<file path="config.mk">
export PLATFORM = sky130hd
export DESIGN_NAME = svid_rx
export DESIGN_NICKNAME = d
export VERILOG_FILES = /design/src/rtl/svid_pkg.sv /design/src/rtl/svid_sync.sv /design/src/rtl/svid_byte_fsm.sv /design/src/rtl/svid_regs.sv /design/src/rtl/svid_rx.sv
export SDC_FILE = /design/constraint.sdc
export NUM_CORES = 1
export LEC_CHECK = 0
export BUFFER_PORTS_ARGS = -buffer_cell sky130_fd_sc_hd__buf_2
export CORE_MARGIN = 2
export CORE_UTILIZATION = 51
export DETAILED_ROUTE_END_ITERATION = 16
export GPL_ROUTABILITY_DRIVEN = 0
export PLACE_DENSITY = 0.81
export RECOVER_POWER = 50
export SYNTH_ARGS = -nofsm -noshare
export SYNTH_HDL_FRONTEND = slang
export SYNTH_SLANG_ARGS = --single-unit
</file>
<file path="constraint.sdc">
create_clock -name clk -period 1.95 [get_ports clk]
set_clock_uncertainty 0.2 [all_clocks]
set_input_delay 0.2925 -clock clk [delete_from_list [all_inputs] [get_ports clk]]
set_output_delay 0.2925 -clock clk [all_outputs]
set_load 0.02 [all_outputs]
</file>
<file path="src/rtl/svid_pkg.sv">
package svid_pkg;
    localparam int CODE_W  = 7;
    localparam int BYTE_W  = 8;
    localparam logic [2:0] ADDR_HI = 3'b110;

    typedef enum logic [1:0] {
        CMD_NONE = 2'd0,
        CMD_BOTH = 2'd1,
        CMD_OUT2 = 2'd2
    } cmd_e;

    typedef enum logic [2:0] {
        S_IDLE,
        S_ADDR,
        S_ADDR_ACK,
        S_DATA,
        S_DATA_ACK,
        S_SKIP
    } rx_state_e;

    // Decode an address byte against the strap identity; write only.
    function automatic cmd_e addr_decode(input logic [BYTE_W-1:0] b,
                                         input logic [1:0] id);
        cmd_e r;
        r = CMD_NONE;
        if (b[7:5] == ADDR_HI && b[4:3] == id && b[0] == 1'b0) begin
            unique case (b[2:1])
                2'b10:   r = CMD_BOTH;
                2'b01:   r = CMD_OUT2;
                default: r = CMD_NONE;
            endcase
        end
        return r;
    endfunction
endpackage

</file>
<file path="src/rtl/svid_sync.sv">
module svid_sync #(
    parameter int STAGES = 2
) (
    input  logic clk,
    input  logic rst_n,
    input  logic scl_in,
    input  logic sda_in,
    output logic sda_s,
    output logic scl_rise,
    output logic scl_fall,
    output logic start_det,
    output logic stop_det
);
    logic [STAGES-1:0] scl_sh, sda_sh;
    logic scl_q, sda_q;
    logic scl_s;

    always_ff @(posedge clk) begin
        if (!rst_n) begin
            scl_sh <= '1;
            sda_sh <= '1;
            scl_q  <= 1'b1;
            sda_q  <= 1'b1;
        end else begin
            scl_sh <= {scl_sh[STAGES-2:0], scl_in};
            sda_sh <= {sda_sh[STAGES-2:0], sda_in};
            scl_q  <= scl_s;
            sda_q  <= sda_s;
        end
    end

    assign scl_s     = scl_sh[STAGES-1];
    assign sda_s     = sda_sh[STAGES-1];
    assign scl_rise  = scl_s & ~scl_q;
    assign scl_fall  = ~scl_s & scl_q;
    assign start_det = scl_s & scl_q & sda_q & ~sda_s;
    assign stop_det  = scl_s & scl_q & ~sda_q & sda_s;
endmodule

</file>
<file path="src/rtl/svid_byte_fsm.sv">
module svid_byte_fsm
    import svid_pkg::*;
(
    input  logic              clk,
    input  logic              rst_n,
    input  logic              sda_s,
    input  logic              scl_rise,
    input  logic              scl_fall,
    input  logic              start_det,
    input  logic              stop_det,
    input  logic [1:0]        strap,
    output logic              sda_pull,
    output logic              commit,
    output cmd_e              cmd,
    output logic [CODE_W-1:0] code
);
    localparam logic [3:0] LAST_BIT = 4'(BYTE_W);

    rx_state_e         state, state_n;
    logic [3:0]        cnt, cnt_n;
    logic [BYTE_W-1:0] shreg, shreg_n;
    cmd_e              cmd_q, cmd_n;
    logic [CODE_W-1:0] pend, pend_n;
    logic              have, have_n;
    cmd_e              dec;

    assign dec = addr_decode(shreg, strap);

    // state register
    always_ff @(posedge clk) begin
        if (!rst_n) begin
            state <= S_IDLE;
            cnt   <= '0;
            shreg <= '0;
            cmd_q <= CMD_NONE;
            pend  <= '0;
            have  <= 1'b0;
        end else begin
            state <= state_n;
            cnt   <= cnt_n;
            shreg <= shreg_n;
            cmd_q <= cmd_n;
            pend  <= pend_n;
            have  <= have_n;
        end
    end

    // next state
    always_comb begin
        state_n = state;
        cnt_n   = cnt;
        shreg_n = shreg;
        cmd_n   = cmd_q;
        pend_n  = pend;
        have_n  = have;
        if (start_det) begin
            state_n = S_ADDR;
            cnt_n   = '0;
            have_n  = 1'b0;
            cmd_n   = CMD_NONE;
        end else if (stop_det) begin
            state_n = S_IDLE;
            have_n  = 1'b0;
        end else begin
            unique case (state)
                S_IDLE, S_SKIP: begin
                end
                S_ADDR, S_DATA: begin
                    if (scl_rise && cnt < LAST_BIT) begin
                        shreg_n = {shreg[BYTE_W-2:0], sda_s};
                        cnt_n   = cnt + 4'd1;
                    end else if (scl_fall && cnt == LAST_BIT) begin
                        if (state == S_ADDR) begin
                            if (dec != CMD_NONE) begin
                                cmd_n   = dec;
                                state_n = S_ADDR_ACK;
                            end else begin
                                state_n = S_SKIP;
                            end
                        end else begin
                            pend_n  = shreg[CODE_W-1:0];
                            state_n = S_DATA_ACK;
                        end
                    end
                end
                S_ADDR_ACK, S_DATA_ACK: begin
                    if (scl_fall) begin
                        state_n = S_DATA;
                        cnt_n   = '0;
                        if (state == S_DATA_ACK) have_n = 1'b1;
                    end
                end
                default: state_n = S_IDLE;
            endcase
        end
    end

    // outputs
    always_comb begin
        sda_pull = (state == S_ADDR_ACK) || (state == S_DATA_ACK);
        commit   = stop_det && !start_det && have;
        cmd      = cmd_q;
        code     = pend;
    end

    p_cnt_bound_r1: assert property (@(posedge clk) disable iff (!rst_n)
        cnt <= LAST_BIT);
    p_start_to_addr_r1: assert property (@(posedge clk) disable iff (!rst_n)
        start_det |=> state == S_ADDR);
    p_ack_after_byte_r3: assert property (@(posedge clk) disable iff (!rst_n)
        sda_pull |-> cnt == LAST_BIT);
    p_commit_has_cmd_r7: assert property (@(posedge clk) disable iff (!rst_n)
        commit |-> cmd_q != CMD_NONE);
endmodule

</file>
<file path="src/rtl/svid_regs.sv">
module svid_regs
    import svid_pkg::*;
#(
    parameter logic [4*CODE_W-1:0] BOOT_CODES = {7'h18, 7'h20, 7'h28, 7'h30}
) (
    input  logic              clk,
    input  logic              rst_n,
    input  logic              commit,
    input  cmd_e              cmd,
    input  logic [CODE_W-1:0] code,
    input  logic              enable,
    input  logic [1:0]        boot_sel,
    output logic [CODE_W-1:0] vout1_code,
    output logic [CODE_W-1:0] vout2_code,
    output logic              track_mode
);
    logic en_q, written, booted;
    logic en_rise, boot_load;

    assign en_rise   = enable & ~en_q;
    assign boot_load = en_rise & ~booted & ~written & ~commit;

    always_ff @(posedge clk) begin
        if (!rst_n) begin
            en_q       <= 1'b0;
            written    <= 1'b0;
            booted     <= 1'b0;
            vout1_code <= '0;
            vout2_code <= '0;
            track_mode <= 1'b1;
        end else begin
            en_q <= enable;
            if (en_rise) booted <= 1'b1;
            if (commit) begin
                written <= 1'b1;
                if (cmd == CMD_BOTH) begin
                    vout1_code <= code;
                    track_mode <= 1'b1;
                end else if (cmd == CMD_OUT2) begin
                    vout2_code <= code;
                    track_mode <= 1'b0;
                end
            end else if (boot_load) begin
                vout1_code <= BOOT_CODES[CODE_W*int'(boot_sel) +: CODE_W];
                track_mode <= 1'b1;
            end
        end
    end

    p_both_load_r5: assert property (@(posedge clk) disable iff (!rst_n)
        commit && cmd == CMD_BOTH |=> vout1_code == $past(code) && track_mode);
    p_out2_keep_r6: assert property (@(posedge clk) disable iff (!rst_n)
        commit && cmd == CMD_OUT2 |=>
            vout2_code == $past(code) && !track_mode && $stable(vout1_code));
    p_hold_r7: assert property (@(posedge clk) disable iff (!rst_n)
        !commit && !boot_load |=>
            $stable(vout1_code) && $stable(vout2_code) && $stable(track_mode));
    p_boot_once_r8: assert property (@(posedge clk) disable iff (!rst_n)
        booted && !commit |=> $stable(vout1_code));
    p_write_wins_r9: assert property (@(posedge clk) disable iff (!rst_n)
        written && !commit |=> $stable(vout1_code));
endmodule

</file>
<file path="src/rtl/svid_rx.sv">
module svid_rx
    import svid_pkg::*;
#(
    parameter int                  SYNC_STAGES = 2,
    parameter logic [4*CODE_W-1:0] BOOT_CODES  = {7'h18, 7'h20, 7'h28, 7'h30}
) (
    input  logic              clk,
    input  logic              rst_n,
    input  logic              scl_in,
    input  logic              sda_in,
    output logic              sda_pull,
    input  logic [1:0]        strap,
    input  logic [1:0]        boot_sel,
    input  logic              enable,
    output logic [CODE_W-1:0] vout1_code,
    output logic [CODE_W-1:0] vout2_code,
    output logic              track_mode
);
    logic sda_s, scl_rise, scl_fall, start_det, stop_det;
    logic commit;
    cmd_e cmd;
    logic [CODE_W-1:0] code;

    svid_sync #(.STAGES(SYNC_STAGES)) u_sync (
        .clk(clk), .rst_n(rst_n), .scl_in(scl_in), .sda_in(sda_in),
        .sda_s(sda_s), .scl_rise(scl_rise), .scl_fall(scl_fall),
        .start_det(start_det), .stop_det(stop_det)
    );

    svid_byte_fsm u_fsm (
        .clk(clk), .rst_n(rst_n), .sda_s(sda_s), .scl_rise(scl_rise),
        .scl_fall(scl_fall), .start_det(start_det), .stop_det(stop_det),
        .strap(strap), .sda_pull(sda_pull), .commit(commit), .cmd(cmd),
        .code(code)
    );

    svid_regs #(.BOOT_CODES(BOOT_CODES)) u_regs (
        .clk(clk), .rst_n(rst_n), .commit(commit), .cmd(cmd), .code(code),
        .enable(enable), .boot_sel(boot_sel), .vout1_code(vout1_code),
        .vout2_code(vout2_code), .track_mode(track_mode)
    );
endmodule

</file>
==> flow_summary.toml, run 1 <==
[setup_path]
path_max_fanout = 7
crit_chain = "inv_1 -> ha_1 -> nand3b_1 -> or4_4 -> buf_8 -> mux2i_1 -> nor2b_1"
critPathCaptureType = "register"
slowest_delay_ns = 0.53
slowest_stage = "or4_4"
crit_required_ns = 1.95
cp-start-kind = "register"
crit_type = "register to register"
critPathArrivalTime_ns = 1.93

[final_layout]
drive_gt1_share_pct = 18.01
fillCellCount = 351
layout.cells.non_filler = 322
final_cell_area_um2 = 2614
fin_nets = 283
n_antenna_cell = 0
synthToLayoutAreaGrowth_pct = 19.30
fin_util_pct = 64.42

[pwr]
power_w = 0.001743
irDropWorstVdd_mv = 0.4885
power_leakage_nw = 1.016
power_density_nw_per_um2 = 666.7

[floorplanning]
die_area_um2 = 4836
start_util_pct = 53.99
num_rows = 23
core-area_um2 = 4058
die_y_um = 69.54
die_w_um = 69.54
io_pins = 25

[route]
route.vias.total = 1717
final_antenna_net_count = 0
avgRoutedWirePerCell_um = 13.52
drt_iter0_markers = 105
first_pass_iters = 4
wirelength_um = 4355
routed_via_density = 5.332
drc_errors = 0

[synth]
yosysWarnings = 0
yosysTopAreaCell = "dfxtp_1"
synth_seq_area_share_pct = 44.77
yosysMostFrequentCell = "dfxtp_1"
synth_nets = 240
synthFlopType = "dfxtp_1"
synth_edf_count = 0
synth_top_area_share_pct = 44.77
ys_ff_latch = 49
synth_area_leaders = "dfxtp_1, mux2i_1, nor2b_1, a21oi_1, nand3_1"
yosysUniqueCellTypes = 41
synthTopCellsByCount = "dfxtp_1, nor2b_1, mux2i_1, a21oi_1, nand3_1"
syn_area_um2 = 2191
synthCells = 228
async_flop_share_pct = 0
synth.avg_cell_area_um2 = 9.609

[placement]
dp.cells = 309
port_buffers = 24
dp.final_hpwl_um = 3136
placedInstanceArea_um2 = 2447

[timing]
timing.hold.ws_ns = 0.01353
fmax_mhz = 516.4
setup_viol = 0
worst_pin_slew_ns = 0.6587
fin_crit_sh_pct = 99.31
slew_violations = 0
fin_crit_ns = 1.936
finalHoldViolations = 0
relSlewSlack_pct = 56.09

[clock_network]
cts_max_path_buffers = 2
cts_tree = "built"
clock_sinks = 49
cts.clk_slew.worst_paths_ns = 0.09
cts-root-buf = "clkbuf_8"
numCtsBuffers = 5
worst_skew_pair.late_latency_ns = 0.30
htree_levels = 2

[grt]
grt_max_degree = 42
first_global_vias = 1640
overflow = 0
grt_pass1_wl_um = 7258
grt_use_total_pct = 18.74
antenna_found_initial = 0

[run]
drv_cap = 0

[run_status]
status = "completed"

[worst_hold_path]
hp-class = "input pin to register"
## path summary, 6_finish.rpt
path	start	to	slack (ns)	cells after the start
worst max-delay path	u_fsm.cnt[0]$_SDFFE_PP0P_	u_fsm.code[6]$_SDFFE_PN0P_	0.01	7
worst max register to register	u_fsm.cnt[0]$_SDFFE_PP0P_	u_fsm.code[6]$_SDFFE_PN0P_	0.01	7
worst min-delay path	enable	u_regs.en_q$_SDFF_PN0_	0.01	2
worst min register to register	u_sync.scl_sh[0]$_SDFF_PN1_	u_sync.scl_sh[1]$_SDFF_PN1_	0.22	1
## worst max-delay path: cells and delay by family, from the launching register on
| kind | cells | cell delay, ns |
|---|---|---|
| simple gates | 3 | 0.77 |
| flops | 1 | 0.33 |
| fa+ha+maj | 1 | 0.15 |
| mux | 1 | 0.16 |
| buf+inv | 2 | 0.24 |
## through the flow
stage	setup WS, ns	TNS [ns]
2_1_floorplan	0.1662	0
3_3_place_gp	0.09768	0
3_5_place_dp	0.03542	0
4_1_cts	0.02099	0
5_1_grt	-0.04412	-0.2432
6_report	0.01352	0
## power by group
group          leakage [nW]  switching, W  internal (W)
combinational         0.566     0.0000582     0.0000506
sequential            0.399    0.00000954       0.00101
clock                0.0512      0.000323      0.000287
## kinds of logic (layout without fill, tap and decap cells)
| family | after synthesis | in the layout | synth area share, % |
|---|---|---|---|
| AO/OA/AOI/OAI | 39 | 39 | 11.88 |
| adder cells (fa/ha/maj) | 3 | 3 | 1.713 |
| AND/OR/NAND/NOR | 95 | 95 | 26.61 |
| flip-flops | 49 | 49 | 44.77 |
| XOR/XNOR | 5 | 5 | 1.999 |
| multiplexers | 22 | 22 | 10.05 |
| buffers and inverters | 15 | 59 | 2.970 |
## state kept, by name (all words and copies together), names as in the netlist
signal / cells
u_fsm.cmd: 2
u_fsm.cnt: 4
u_fsm.code: 7
u_fsm.have: 1
u_fsm.shreg: 8
u_fsm.state: 3
u_regs.booted: 1
u_regs.en_q: 1
u_regs.track_mode: 1
u_regs.vout1_code: 7
u_regs.vout2_code: 7
u_regs.written: 1
u_sync.scl_q: 1
u_sync.scl_sh: 2
u_sync.sda_q: 1
u_sync.sda_sh: 2
## routing by layer
metal  track usage [%]  share of wire, %
met1             24.34                48
met5                 0                 0
met3             5.814               3.3
met2             30.77                49
met4             3.922              0.30
## area by class of cell
| type | count | area [um^2] | share of cell area, % |
|---|---|---|---|
| Clock buffer | 6 | 82.58 | 3.159 |
| Tap cell | 50 | 62.56 | 2.393 |
| Clock inverter | 2 | 13.76 | 0.5266 |
| Multi-Input combinational cell | 164 | 1186 | 45.38 |
| Timing Repair Buffer | 44 | 257.7 | 9.861 |
| Sequential cell | 49 | 984.7 | 37.67 |
| Inverter | 7 | 26.28 | 1.005 |
## placed cells by master, fill, tap and decap left out, types with 6 or more instances in the layout
master / Yosys / layout
a21oi_1: 11 / 11
buf_2: 1 / 8
buf_4: 0 / 15
clkbuf_1: 6 / 16
clkbuf_8: 0 / 6
dfxtp_1: 49 / 46
inv_1: 7 / 7
mux2i_1: 22 / 22
nand2_1: 10 / 10
nand2b_1: 8 / 8
nand3_1: 11 / 11
nor2_1: 8 / 8
nor2b_1: 29 / 29
o21ai_0: 8 / 8
## repair_timing
item,CTS,global route
cloned,0,0
setup buffers,0,3
pin swaps,0,0
resized for setup,1,10
setup endpoints to repair,1,9
hold buffers,2,0
hold endpoints to repair,2,0
No activity file was read; power rests on OpenSTA's default activity.
==> inputs of run 2 (changes only) <==
- SETUP_SLACK_MARGIN: unset -> 0.3
==> run 2 against run 1 <==
  * Critical path depth did not move
  * The flow now finishes with violations (setup timing)
  * Largest power group unchanged
  * Cell count rose by 4.7%
  * Critical endpoint is now u_fsm.code[4]$_SDFFE_PN0P_
  * Clock power rose by 23%
  * Sequential share of layout area fell by 3.9 points
  * Maximum frequency fell by 2.7%
  * Via count rose by 14%
  * Combinational power rose by 24%
  * Power rose by 9.4%
==> flow_summary.toml, run 2 (same netlist as run 1, synthesis figures left out) <==
[final_layout]
register_area_um2 = 1011
n_antenna_cell = 0
multi_input_area_um2 = 1366
final_cell_mix = "dfxtp_1, nor2b_1, buf_4"
largest-register = "u_fsm.shreg"
layout_commonest_cell = "dfxtp_1"
largest_reg_flops = 8
drive_gt1_share_pct = 32.06
fillCellCount = 266
synthToLayoutAreaGrowth_pct = 36.49
fin_nets = 298
fin_util_pct = 73.70

[route]
final_antenna_net_count = 0
wirelength_um = 5817
route.vias.total = 1959
avgRoutedWirePerCell_um = 17.26
first_pass_iters = 6
drc_errors = 0
drt_iter0_markers = 129
routed_via_density = 5.813

[setup_path]
critPathCaptureType = "register"
cp-start-kind = "register"
crit_type = "register to register"
slowest_stage = "or4_4"
critPathArrivalTime_ns = 1.99
slowest_delay_ns = 0.54
crit_chain = "inv_2 -> ha_4 -> nand3b_1 -> or4_4 -> buf_8 -> mux2i_1 -> nor2b_1"
path_max_fanout = 7
crit_buf_inv = 2
cpLargestDelayFamily = "simple AND/OR/NAND/NOR gates"
crit_required_ns = 1.95

[timing]
worst_pin_slew_ns = 0.6757
fin_crit_ns = 1.990
rsz0062_at_grt = "true"
fin_crit_sh_pct = 102.1
setup_tns_ns = -0.04567
fmax_mhz = 502.4
worst_slack_ns = -0.04032
relSlewSlack_pct = 54.95
finalHoldViolations = 0
setup_viol = 2
slew_violations = 0

[clock_network]
clock_sinks = 49
cts-root-buf = "clkbuf_8"
cts_tree = "built"
cts_max_path_buffers = 2
numCtsBuffers = 5
htree_levels = 2
worst_skew_pair.late_latency_ns = 0.31
cts.clk_slew.worst_paths_ns = 0.09

[grt]
first_global_vias = 1758
grt_pass1_wl_um = 8024
grt_max_degree = 42
grt_use_total_pct = 20.46
overflow = 0
antenna_found_initial = 0

[pwr]
power_density_nw_per_um2 = 637.4
power_leakage_nw = 1.160
irDropWorstVdd_mv = 0.6935

[floorplanning]
start_util_pct = 53.99
die_w_um = 69.54
die_area_um2 = 4836
core-area_um2 = 4058
io_pins = 25
die_y_um = 69.54
num_rows = 23

[placement]
dp.final_hpwl_um = 3232
port_buffers = 24

[run]
drv_cap = 0

[run_status]
status = "finished with violations"
violations = "setup timing"

[worst_hold_path]
hp-class = "input pin to register"
-- run 2: changes by cell type in the layout (fill, tap and decap cells not counted), moves of 3 or more --
cell      change
a21boi_0      -3
a21boi_1      +3
buf_4         +7
buf_6         +7
dfxtp_1       -9
dfxtp_2       +3
dfxtp_4       +6
or3_4         +3
-- run 2: metrics by stage --
stage / instances / hold slack (ns) / instance area, um^2 / power (W) / setup WS [ns]
floorplan: 228 / 0.1655 / 2240 / 0.001116 / 0.2005
global placement: 309 / 0.1896 / 2489 / 0.001155 / 0.1207
detailed placement: 309 / 0.2007 / 2489 / 0.001158 / 0.02801
CTS: 326 / 0.01442 / 2754 / 0.001895 / 0.05762
global route: 337 / 0.02576 / 2990 / 0.001963 / -0.1044
finish: 337 / 0.01344 / 2990 / 0.001906 / -0.04032
-- run 2: final cells by class --
type | instances | area share [%]
multi-input cells | 164 | 45.69
repair buffers | 59 | 13.64
well taps | 50 | 2.092
flip-flops and latches | 49 | 33.81
clock buffers | 7 | 2.887
clock inverters | 1 | 1.004
inverters | 7 | 0.8787
-- run 2: worst paths after layout --
kind,to,slack [ns],from,depth (start not counted)
setup / recovery,u_fsm.code[4]$_SDFFE_PN0P_,-0.04,u_fsm.cnt[0]$_SDFFE_PP0P_,7
hold / removal,u_regs.en_q$_SDFF_PN0_,0.01,enable,2
setup reg to reg,u_fsm.code[4]$_SDFFE_PN0P_,-0.04,u_fsm.cnt[0]$_SDFFE_PP0P_,7
hold reg to reg,u_sync.scl_sh[1]$_SDFF_PN1_,0.21,u_sync.scl_sh[0]$_SDFF_PN1_,1
-- run 2: report_power, final --
part           switching (W)  total [W]  internal [W]
registers          0.0000117    0.00102       0.00101
clock network       0.000334   0.000753      0.000418
logic              0.0000729   0.000135     0.0000624
-- run 2: routing by layer --
layer | part of all wire, % | routed length (um) | vias up | global-route usage [%]
met5 | 0 | 0 | - | 0
met4 | 1.8 | 103 | 0 | 8.279
li1 | - | - | 923 | -
met2 | 49 | 2852 | 85 | 33.23
met3 | 4.9 | 285 | 14 | 4.506
met1 | 44 | 2576 | 937 | 26.37
-- run 2: what timing repair did --
item | CTS | global route
buffers inserted | 7 | 11
resized for setup | 18 | 42
pin swaps | 5 | 10
hold buffers | 2 | 0
endpoints found under the hold margin | 2 | 0
endpoints found under the setup margin | 22 | 32
==> inputs of run 3 (changes only) <==
- CORE_MARGIN: 2 -> 4
==> run 3 against run 2 <==
  * The flow now finishes without violations
  * Worst hold slack about the same
  * Clock power is 2% lower
  * Setup slack better by 0.11 ns
  * Maximum frequency grew 5.9%
  * Die area is 12% higher
  * Largest cell class unchanged
==> flow_summary.toml, run 3 (same netlist as run 1, synthesis figures left out) <==
[setup_path]
cp-start-kind = "register"
slowest_delay_ns = 0.51
setup.worst_path.end = "u_fsm.code[3]$_SDFFE_PN0P_"
r2r-end = "u_fsm.code[3]$_SDFFE_PN0P_"
crit_required_ns = 1.97
slowest_stage = "or4_1"
critPathCaptureType = "register"
path_depth = 7
critPathArrivalTime_ns = 1.90
crit_buf_inv = 2
reg2reg_depth = 7
crit_chain = "inv_2 -> ha_4 -> nand3b_1 -> or4_1 -> buf_6 -> mux2i_2 -> nor2b_1"
crit_path_start = "u_fsm.cnt[0]$_SDFFE_PP0P_"
path_max_fanout = 7
crit_type = "register to register"
cpLargestDelayFamily = "simple AND/OR/NAND/NOR gates"
timing.rr.start = "u_fsm.cnt[0]$_SDFFE_PP0P_"
r2r_slack_ns = 0.07

[route]
route.vias.total = 1973
drc_errors = 0
avgRoutedWirePerCell_um = 16.69
wirelength_um = 5691
first_pass_iters = 6
final_antenna_net_count = 0
routed_via_density = 5.786
drt_iter0_markers = 219

[timing]
fin_crit_ns = 1.880
slew_violations = 0
timing.hold.ws_ns = 0.01316
relSlewSlack_pct = 56.71
rsz0062_at_grt = "true"
worst_slack_ns = 0.07038
worst_pin_slew_ns = 0.6493
fin_crit_sh_pct = 96.39
setup_viol = 0
finalHoldViolations = 0
setup_tns_ns = 0
fmax_mhz = 532.0

[clock_network]
cts-root-buf = "clkbuf_8"
cts_max_path_buffers = 2
numCtsBuffers = 5
htree_levels = 2
cts.clk_slew.worst_paths_ns = 0.10
clock_sinks = 49
worst_skew_pair.late_latency_ns = 0.32
cts_tree = "built"

[pwr]
internal_power_w = 0.001457
seqPwrFrac_pct = 53.8
power_leakage_nw = 1.164
power_density_nw_per_um2 = 623.0
irDropWorstVdd_mv = 0.5257
switching_share_pct = 23.07
power.switching_w = 0.0004368
power_w = 0.001893
p_clk_share_pct = 38.9
comb_power_share_pct = 7.3

[floorplanning]
die_w_um = 73.54
core-area_um2 = 4086
die_area_um2 = 5408
start_util_pct = 53.61
io_pins = 25
die_y_um = 73.54
num_rows = 23

[placement]
dp.final_hpwl_um = 3345
port_buffers = 24
dpl_worst_slack_ns = 0.08810

[final_layout]
fillCellCount = 270
largest-register = "u_fsm.shreg"
drive_gt1_share_pct = 36.43
n_antenna_cell = 0
layout_commonest_cell = "dfxtp_1"
fin_nets = 302
largest_reg_flops = 8
synthToLayoutAreaGrowth_pct = 38.72
final_cell_mix = "dfxtp_1, nor2b_1, buf_4"

[grt]
grt_use_total_pct = 21.34
first_global_vias = 1873
antenna_found_initial = 0
overflow = 0
grt_max_degree = 42
grt_pass1_wl_um = 8852

[worst_hold_path]
hp-class = "input pin to register"

[run]
drv_cap = 0

[run_status]
status = "completed"
==> run 3: cell count changes in the layout (fill, tap and decap cells not counted), moves of 2 or more <==
cell,change
a21boi_2,+2
nand2_1,-2
nand3_2,+4
clkbuf_1,-2
nand3_1,-4
nand2_2,+2
buf_4,+6
==> run 3: cell type report <==
cell class / count / area [um^2] / area share (%)
flip-flops and latches: 49 / 1010 / 33.22
repair buffers: 63 / 425.4 / 14.00
clock inverters: 3 / 43.79 / 1.441
inverters: 7 / 26.28 / 0.8646
clock buffers: 5 / 68.82 / 2.264
well taps: 50 / 62.56 / 2.058
multi-input cells: 164 / 1403 / 46.15
==> run 3: repair_timing <==
action | CTS | global route
endpoints found under the hold margin | 2 | 0
pin swaps | 8 | 27
hold buffers | 2 | 0
setup buffers | 12 | 8
resized for setup | 31 | 37
endpoints found under the setup margin | 25 | 31
==> run 3: per-stage QoR <==
step,instances,utilization (%),cell area [um^2]
2_1_floorplan,228,-,2240
3_3_place_gp,311,61.27,2504
3_5_place_dp,311,61.27,2504
4_1_cts,333,70.15,2867
5_1_grt,341,74.37,3039
6_report,341,74.37,3039
==> run 3: metal layers <==
metal,vias up,GRT usage [%],wire (um),part of all wire [%]
met5,-,0,0,0
met4,0,7.646,183,3.2
met1,944,28.41,2454,43
met2,80,33.66,2678,47
li1,928,-,-,-
met3,21,5.062,374,6.6
==> run 3: power groups by stage <==
| stage | Clock (W) | Sequential [W] | Combinational [W] |
|---|---|---|---|
| after floorplan | 0 | 0.00105 | 0.0000618 |
| after global placement | 0 | 0.00105 | 0.000107 |
| after detailed placement | 0 | 0.00105 | 0.000108 |
| after global routing | 0.000781 | 0.00102 | 0.000150 |
| after CTS | 0.000750 | 0.00102 | 0.000125 |
| final | 0.000736 | 0.00102 | 0.000139 |
==> run 3: worst min-delay path by stage <==
| stage | start | slack (ns) | to | depth (start not counted) |
|---|---|---|---|---|
| finish | enable | 0.01 | u_regs.en_q$_SDFF_PN0_ | 2 |
| CTS | enable | 0.01 | u_regs.en_q$_SDFF_PN0_ | 2 |
| global placement | u_sync.scl_sh[0]$_SDFF_PN1_ | 0.19 | u_sync.scl_sh[1]$_SDFF_PN1_ | 1 |
| global route | enable | 0.01 | u_regs.en_q$_SDFF_PN0_ | 2 |
| detailed placement | u_sync.scl_sh[0]$_SDFF_PN1_ | 0.20 | u_sync.scl_sh[1]$_SDFF_PN1_ | 1 |
| floorplan | rst_n | 0.17 | u_sync.sda_sh[1]$_SDFF_PN1_ | 1 |
==> run 3: worst reg2reg max path, cell delays in order (launching register included) <==
cell and delay [ns]:
dfxtp_2 0.34, inv_2 0.08, ha_4 0.13, nand3b_1 0.12, or4_1 0.51, buf_6 0.17, mux2i_2 0.17, nor2b_1 0.07
